File: config.mk
export PLATFORM = sky130hd
export DESIGN_NAME = shf_iter_unit
export DESIGN_NICKNAME = d
export VERILOG_FILES = /design/src/rtl/shf_pkg.sv /design/src/rtl/shf_amt_decode.sv /design/src/rtl/shf_ctrl.sv /design/src/rtl/shf_datapath.sv /design/src/rtl/shf_iter_unit.sv
export SDC_FILE = /design/constraint.sdc
export NUM_CORES = 1
export LEC_CHECK = 0
export CORE_MARGIN = 2
export CORE_UTILIZATION = 45
export DETAILED_ROUTE_END_ITERATION = 7
export PLACE_DENSITY_LB_ADDON = 0.08
export SYNTH_ARGS = -nofsm -noshare
export SYNTH_HDL_FRONTEND = slang
export SYNTH_SLANG_ARGS = --single-unit
File: constraint.sdc
create_clock -name clk -period 3.45 [get_ports clk]
set_input_delay 0.8625 -clock clk [delete_from_list [all_inputs] [get_ports clk]]
set_output_delay 0.8625 -clock clk [all_outputs]
set_load 0.01 [all_outputs]
File: src/rtl/shf_pkg.sv
package shf_pkg;

    typedef enum logic [1:0] {
        ST_IDLE  = 2'd0,
        ST_SHIFT = 2'd1,
        ST_HOLD  = 2'd2
    } shf_state_e;

endpackage

File: src/rtl/shf_amt_decode.sv
module shf_amt_decode #(
    parameter int DATA_W = 8,
    parameter int AMT_W  = 8
) (
    input  logic [AMT_W-1:0] amt,
    output logic             amt_zero,
    output logic             amt_big
);
    localparam logic [AMT_W:0] WIDTH_EXT = (AMT_W+1)'(DATA_W);

    always_comb begin
        amt_zero = (amt == '0);
        amt_big  = ({1'b0, amt} >= WIDTH_EXT);
    end
endmodule

File: src/rtl/shf_ctrl.sv
module shf_ctrl
    import shf_pkg::*;
(
    input  logic clk,
    input  logic rst_n,
    input  logic in_valid,
    input  logic out_ready,
    input  logic short_path,
    input  logic last_step,
    output logic in_ready,
    output logic out_valid,
    output logic load,
    output logic step
);
    shf_state_e state_q, state_d;

    // state register
    always_ff @(posedge clk or negedge rst_n) begin
        if (!rst_n) state_q <= ST_IDLE;
        else        state_q <= state_d;
    end

    // transitions
    always_comb begin
        state_d = state_q;
        unique case (state_q)
            ST_IDLE:  if (in_valid) state_d = short_path ? ST_HOLD : ST_SHIFT;
            ST_SHIFT: if (last_step) state_d = ST_HOLD;
            ST_HOLD:  if (out_ready) state_d = ST_IDLE;
            default:  state_d = ST_IDLE;
        endcase
    end

    // outputs
    always_comb begin
        in_ready  = 1'b0;
        out_valid = 1'b0;
        load      = 1'b0;
        step      = 1'b0;
        unique case (state_q)
            ST_IDLE:  begin in_ready = 1'b1; load = in_valid; end
            ST_SHIFT: step = 1'b1;
            ST_HOLD:  out_valid = 1'b1;
            default:  ;
        endcase
    end
endmodule

File: src/rtl/shf_datapath.sv
module shf_datapath #(
    parameter int DATA_W = 8,
    parameter int CNT_W  = 3
) (
    input  logic              clk,
    input  logic              rst_n,
    input  logic              load,
    input  logic              step,
    input  logic [DATA_W-1:0] ld_data,
    input  logic [CNT_W-1:0]  ld_cnt,
    input  logic              ld_dir,
    input  logic              ld_clear,
    output logic              last_step,
    output logic [DATA_W-1:0] word
);
    logic [DATA_W-1:0] word_q, stepped;
    logic [CNT_W-1:0]  cnt_q;
    logic              dir_q;

    // one-position move, per bit
    for (genvar i = 0; i < DATA_W; i++) begin : g_bit
        logic from_low, from_high;
        if (i == 0) begin : g_lo
            assign from_low = 1'b0;
        end else begin : g_lo
            assign from_low = word_q[i-1];
        end
        if (i == DATA_W-1) begin : g_hi
            assign from_high = 1'b0;
        end else begin : g_hi
            assign from_high = word_q[i+1];
        end
        assign stepped[i] = dir_q ? from_high : from_low;
    end

    always_ff @(posedge clk or negedge rst_n) begin
        if (!rst_n) begin
            word_q <= '0;
            cnt_q  <= '0;
            dir_q  <= 1'b0;
        end else if (load) begin
            word_q <= ld_clear ? '0 : ld_data;
            cnt_q  <= ld_clear ? '0 : ld_cnt;
            dir_q  <= ld_dir;
        end else if (step) begin
            word_q <= stepped;
            cnt_q  <= cnt_q - CNT_W'(1);
        end
    end

    assign last_step = (cnt_q == CNT_W'(1));
    assign word      = word_q;
endmodule

File: src/rtl/shf_iter_unit.sv
module shf_iter_unit #(
    parameter int DATA_W = 8,
    parameter int AMT_W  = 8
) (
    input  logic              clk,
    input  logic              rst_n,
    input  logic              in_valid,
    output logic              in_ready,
    input  logic [DATA_W-1:0] in_data,
    input  logic [AMT_W-1:0]  in_amt,
    input  logic              in_dir,
    output logic              out_valid,
    input  logic              out_ready,
    output logic [DATA_W-1:0] out_data
);
    localparam int CNT_W = (DATA_W > 2) ? $clog2(DATA_W) : 1;

    logic amt_zero, amt_big, load, step, last_step;

    shf_amt_decode #(.DATA_W(DATA_W), .AMT_W(AMT_W)) u_dec (
        .amt      (in_amt),
        .amt_zero (amt_zero),
        .amt_big  (amt_big)
    );

    shf_ctrl u_ctrl (
        .clk        (clk),
        .rst_n      (rst_n),
        .in_valid   (in_valid),
        .out_ready  (out_ready),
        .short_path (amt_zero | amt_big),
        .last_step  (last_step),
        .in_ready   (in_ready),
        .out_valid  (out_valid),
        .load       (load),
        .step       (step)
    );

    shf_datapath #(.DATA_W(DATA_W), .CNT_W(CNT_W)) u_dp (
        .clk       (clk),
        .rst_n     (rst_n),
        .load      (load),
        .step      (step),
        .ld_data   (in_data),
        .ld_cnt    (in_amt[CNT_W-1:0]),
        .ld_dir    (in_dir),
        .ld_clear  (amt_big),
        .last_step (last_step),
        .word      (out_data)
    );
endmodule

; Word level (Yosys, flattened, before mapping)
; Index checks and enable logic that the tools add are counted.
[totals]
latch_bits = 0
elab_cells = 40
register_bits = 14
romBits = 0
mem_count = 0
mem_bits_rw = 0
[op_classes]
n_mul = 0
n_mux = 23
bitwise = 1
reduce_logical = 4
n_shift = 0
magnitude_cmp = 1
add_sub_neg = 1
div_mod_pow = 0
n_eq_ne = 6
[ops]
columns = operator, n
row1 = 8-bit two-way mux, 3
row2 = 1-bit two-way mux, 12
row3 = 3-bit two-way mux, 3
row4 = "8-bit by 4-bit >= comparator with 1-bit output, second input constant", 1
row5 = 8-bit logical NOT, 1
row6 = 2-bit two-way mux, 4
row7 = "2-bit != test, second input constant", 3
row8 = 2-bit one-hot mux with 3 select lines, 1
row9 = "3-bit by 1-bit == test with 1-bit output, second input constant", 1
row10 = 3-bit AND reduction, 1
row11 = "3-bit by 1-bit subtractor with 3-bit output, second input constant", 1
row12 = "2-bit by 1-bit == test with 1-bit output, second input constant", 1
row13 = "2-bit == test, second input constant", 1
row14 = 2-bit logical NOT, 1
row15 = 2-bit nonzero test, 1
row16 = 1-bit OR, 1

; Depth between registers and ports, before layout
[logic_depth]
ltp_word = 5
mapped_depth = 6
ltp_nobuf = 5

; Cells and area by module
; From an unflattened synthesis, not the netlist that was laid out.
[unflattened]
cells_unflattened = 87
hier_area_um2 = 869.6
[modules_own_cells]
columns = mod, cells_per_inst, seq_area_each_um2, area_each_um2, instances
row1 = shf_datapath, 69, 300.3, 703.2, 1
row2 = shf_ctrl, 13, 50.0, 126.4, 1
row3 = shf_amt_decode, 4, 0.0, 33.8, 1
row4 = shf_iter_unit, 1, 0.0, 6.3, 1

; Worst setup path after synthesis
; Ideal clock, no wire load.
[synth_path]
kind = input-to-reg
startpoint = input in_amt[6]
endpoint = register u_dp.cnt_q[1]
path_buffers = 1
slack_ns = 1.782
path_stages = 4
arrival_time_ns = 1.603
path_cell_list = nor4_4 -> buf_6 -> and4b_1 -> o22a_1
[synth_via]
elab_chain_len = 3
[synth_lines]
columns = element, line
row1 = from (decl), shf_iter_unit.sv:10  ; input logic [AMT_W-1:0] in_amt,
row2 = 8-bit by 4-bit >= comparator with 1-bit output, shf_amt_decode.sv:13  ; amt_big = ({1'b0, amt} >= WIDTH_EXT);
row3 = 3-bit two-way mux, shf_datapath.sv:43  ; cnt_q <= ld_clear ? '0 : ld_cnt;
row4 = 3-bit two-way mux, shf_datapath.sv:41  ; end else if (load) begin
row5 = to (signal assigned), shf_datapath.sv:43
row6 = to (signal assigned), shf_datapath.sv:47  ; cnt_q <= cnt_q - CNT_W'(1);
row7 = to (decl), shf_datapath.sv:17  ; logic [CNT_W-1:0] cnt_q;
; Every way passes these cells.
; A chain may end at the register's enable or synchronous reset.

; Worst setup path in the final report
[layout_path]
startpoint = register u_ctrl.state_q[0]
endpoint = output in_ready
[layout_via]
elab_chain_len = 2
[layout_lines]
columns = element, line
row1 = from (decl), shf_ctrl.sv:15  ; shf_state_e state_q, state_d;
row2 = from (signal assigned), shf_ctrl.sv:20  ; else state_q <= state_d;
row3 = 2-bit logical NOT, shf_ctrl.sv:40  ; unique case (state_q)
row4 = 1-bit two-way mux, shf_ctrl.sv:40
row5 = to (decl), shf_iter_unit.sv:8  ; output logic in_ready,
; Every way passes these cells.

==> results.cfg <==
[outcome]
status = finished, final reports clean

[flow_run]
drv_cap = 0

[power_and_ir_drop]
ir_worst_vdd_v = 0.000269
finalPower_mw = 0.599
leakagePower_nw = 0.467
powerDensity_nw_per_um2 = 486

[place]
dp_hpwl_mm = 1.50
dp_cells = 141
place.port_buffers = 30
place_ws_ns = 0.934
place_area_sq_um = 1200
gp_congestion = 0.813

[synthesis]
syn_area_per_cell_sq_um = 10.1
synth_edf_count = 0
synth_sequential_area_ratio_pct = 37.8
syn_nets = 115
synthCells = 92
synth_top_area_share_pct = 37.8
syn_area_sq_um = 927
ys_types = 30
synth.largest_area_cell = dfrtp_1
synth_area_leaders = dfrtp_1, mux2_2, nand4b_1
synth_ff_type = dfrtp_1
synth-seq-cells = 14
ys_async_sr_fraction_pct = 100
ys.warnings.count = 0

[floorplan]
die_y_microns = 49.4
fp.dieW_microns = 49.4
pin_count = 31
start_util_pct = 47.3
core_sq_um = 1960
rows = 16
dieArea_sq_um = 2440

[sta]
slew_headroom_pct = 55.1
skew_ns = 0.00445
fmax_mhz = 390
finalSetupViolCount = 0
finalHoldViolCount = 0
post-route-period-util_pct = 74.3
finalHoldWorstSlack_ns = 0.518
setup_slack_ns = 0.886
drv_slew = 0
setup_tns_ns = 0
tightest_slew_ns = 0.672
min_period_ns = 2.56
rsz0062_at_grt = false

[detailed_routing]
dr.first_iter.drc_count = 10
postRouteAntennaNets = 0
routed_wl_mm = 2.02
detail_route.wl_per_cell_microns = 14.0
vias = 772
dr.pass1.iters = 4
drc = 0
detail_route.vias_per_cell = 5.32

[min_path]
min_path_type = flip-flop to flip-flop

[setup_path]
rrSetupSlack_ns = 1.78
path_class = flip-flop to output pin
cp-start-kind = flip-flop
critPathArrivalTime_ns = 1.70
required_ns = 2.59
reg2reg_to = u_dp.dir_q$_DFFE_PN0P_
reg2reg_from = u_ctrl.state_q[0]$_DFFE_PN0P_
cp-startpoint = u_ctrl.state_q[0]$_DFFE_PN0P_
ff2ff_path_depth = 2
cp_max_fo = 15
critPathCapture = in_ready
cp-end-kind = output pin

[clock_tree]
numClockSinks = 14
htree_levels = 1
cts.repair.resized = 0
cts_max_path_buffers = 2
path_clk_slew_ns = 0.09
cts_root_buf = clkbuf_4
clk-insertion-delay-late_ns = 0.29
cts_setup_buffers = 0
cts_hold_buffers = 0
cts_inserted_buffers = 3
tritoncts = done

[global_routing]
grt_pass1_vias = 685
grt_usage_pct = 17.7
grt_pass1_wl_mm = 3.26
grt_max_degree = 17
antenna_found_initial = 0
grt-ovfl-total = 0

[layout]
finalNonFillerCells = 145
final_cell_mix = clkdlybuf4s50_1, dfrtp_1
finalInstanceArea_sq_um = 1230
fillers = 195
drive_gt1_share_pct = 12.7
utilization_pct = 62.8
final_nets = 142
final_common_cell = clkdlybuf4s50_1
diodes = 0
syn_to_final_growth_pct = 32.9
power breakdown:
| part | switching (mW) | total [mW] | internal (mW) |
|---|---|---|---|
| clock | 0.0580 | 0.122 | 0.0643 |
| combinational | 0.0864 | 0.227 | 0.140 |
| sequential | 0.0461 | 0.250 | 0.204 |
flip-flops by register name (all words and copies together) (netlist names):
register and count:
u_dp.cnt_q 3, u_dp.word 8, u_dp.dir_q 1, u_ctrl.state_q 2
synthesized netlist by cell type (2+ instances only):
master and count:
nand3b_1 4, mux2_2 7, nor2_1 7, ha_1 2, a31oi_1 6, a21oi_1 2
nand2b_1 6, nand2_1 7, dfrtp_1 14, nand4b_1 7, nor2b_1 2, buf_6 3
o21ai_0 2, buf_4 3, inv_1 3, o22ai_1 3
metal layers:
metal	GRT usage [%]	wire, microns
met1	24.6	983
met4	8.33	42
met2	26.6	900
met3	3.07	98
met5	0	0
worst max-delay path, stage by stage, from the launching register on:
cell             delay, ns
dfrtp_1               0.58
nor2_1                0.26
clkdlybuf4s50_1       0.57
cell type report:
cell class                      instances  area (sq um)  area share [%]
Timing Repair Buffer                   30           300            24.4
Multi-Input combinational cell         67           500            40.6
Inverter                                3          11.3           0.914
Clock buffer                            4          36.3            2.94
Tap cell                               27          33.8            2.74
Sequential cell                        14           350            28.4
logic make-up (layout without fill, tap and decap cells):
family                     after synthesis  in the layout  synth area share (%)
DFF                                     14             14                  37.8
muxes                                    8              8                  9.58
xor gates and xnor gates                 1              1                 0.945
adders and majority gates                2              2                  2.70
and+or+nand+nor                         38             38                  27.4
AOI/OAI and AO/OA                       18             18                  13.4
buffers and inverters                   11             37                  8.23
how the worst min path moves through the flow:
stage,startpoint,cells past startpoint,slack [ns],to
3_3_place_gp,u_dp.cnt_q[1]$_DFFE_PN0P_,1,0.50,u_dp.cnt_q[1]$_DFFE_PN0P_
2_1_floorplan,u_dp.cnt_q[1]$_DFFE_PN0P_,1,0.48,u_dp.cnt_q[1]$_DFFE_PN0P_
3_5_place_dp,u_dp.cnt_q[1]$_DFFE_PN0P_,1,0.50,u_dp.cnt_q[1]$_DFFE_PN0P_
6_report,u_dp.cnt_q[1]$_DFFE_PN0P_,1,0.52,u_dp.cnt_q[1]$_DFFE_PN0P_
5_1_grt,u_dp.cnt_q[1]$_DFFE_PN0P_,1,0.56,u_dp.cnt_q[1]$_DFFE_PN0P_
4_1_cts,u_dp.cnt_q[1]$_DFFE_PN0P_,1,0.52,u_dp.cnt_q[1]$_DFFE_PN0P_
Power figures use the tool's default switching activity.
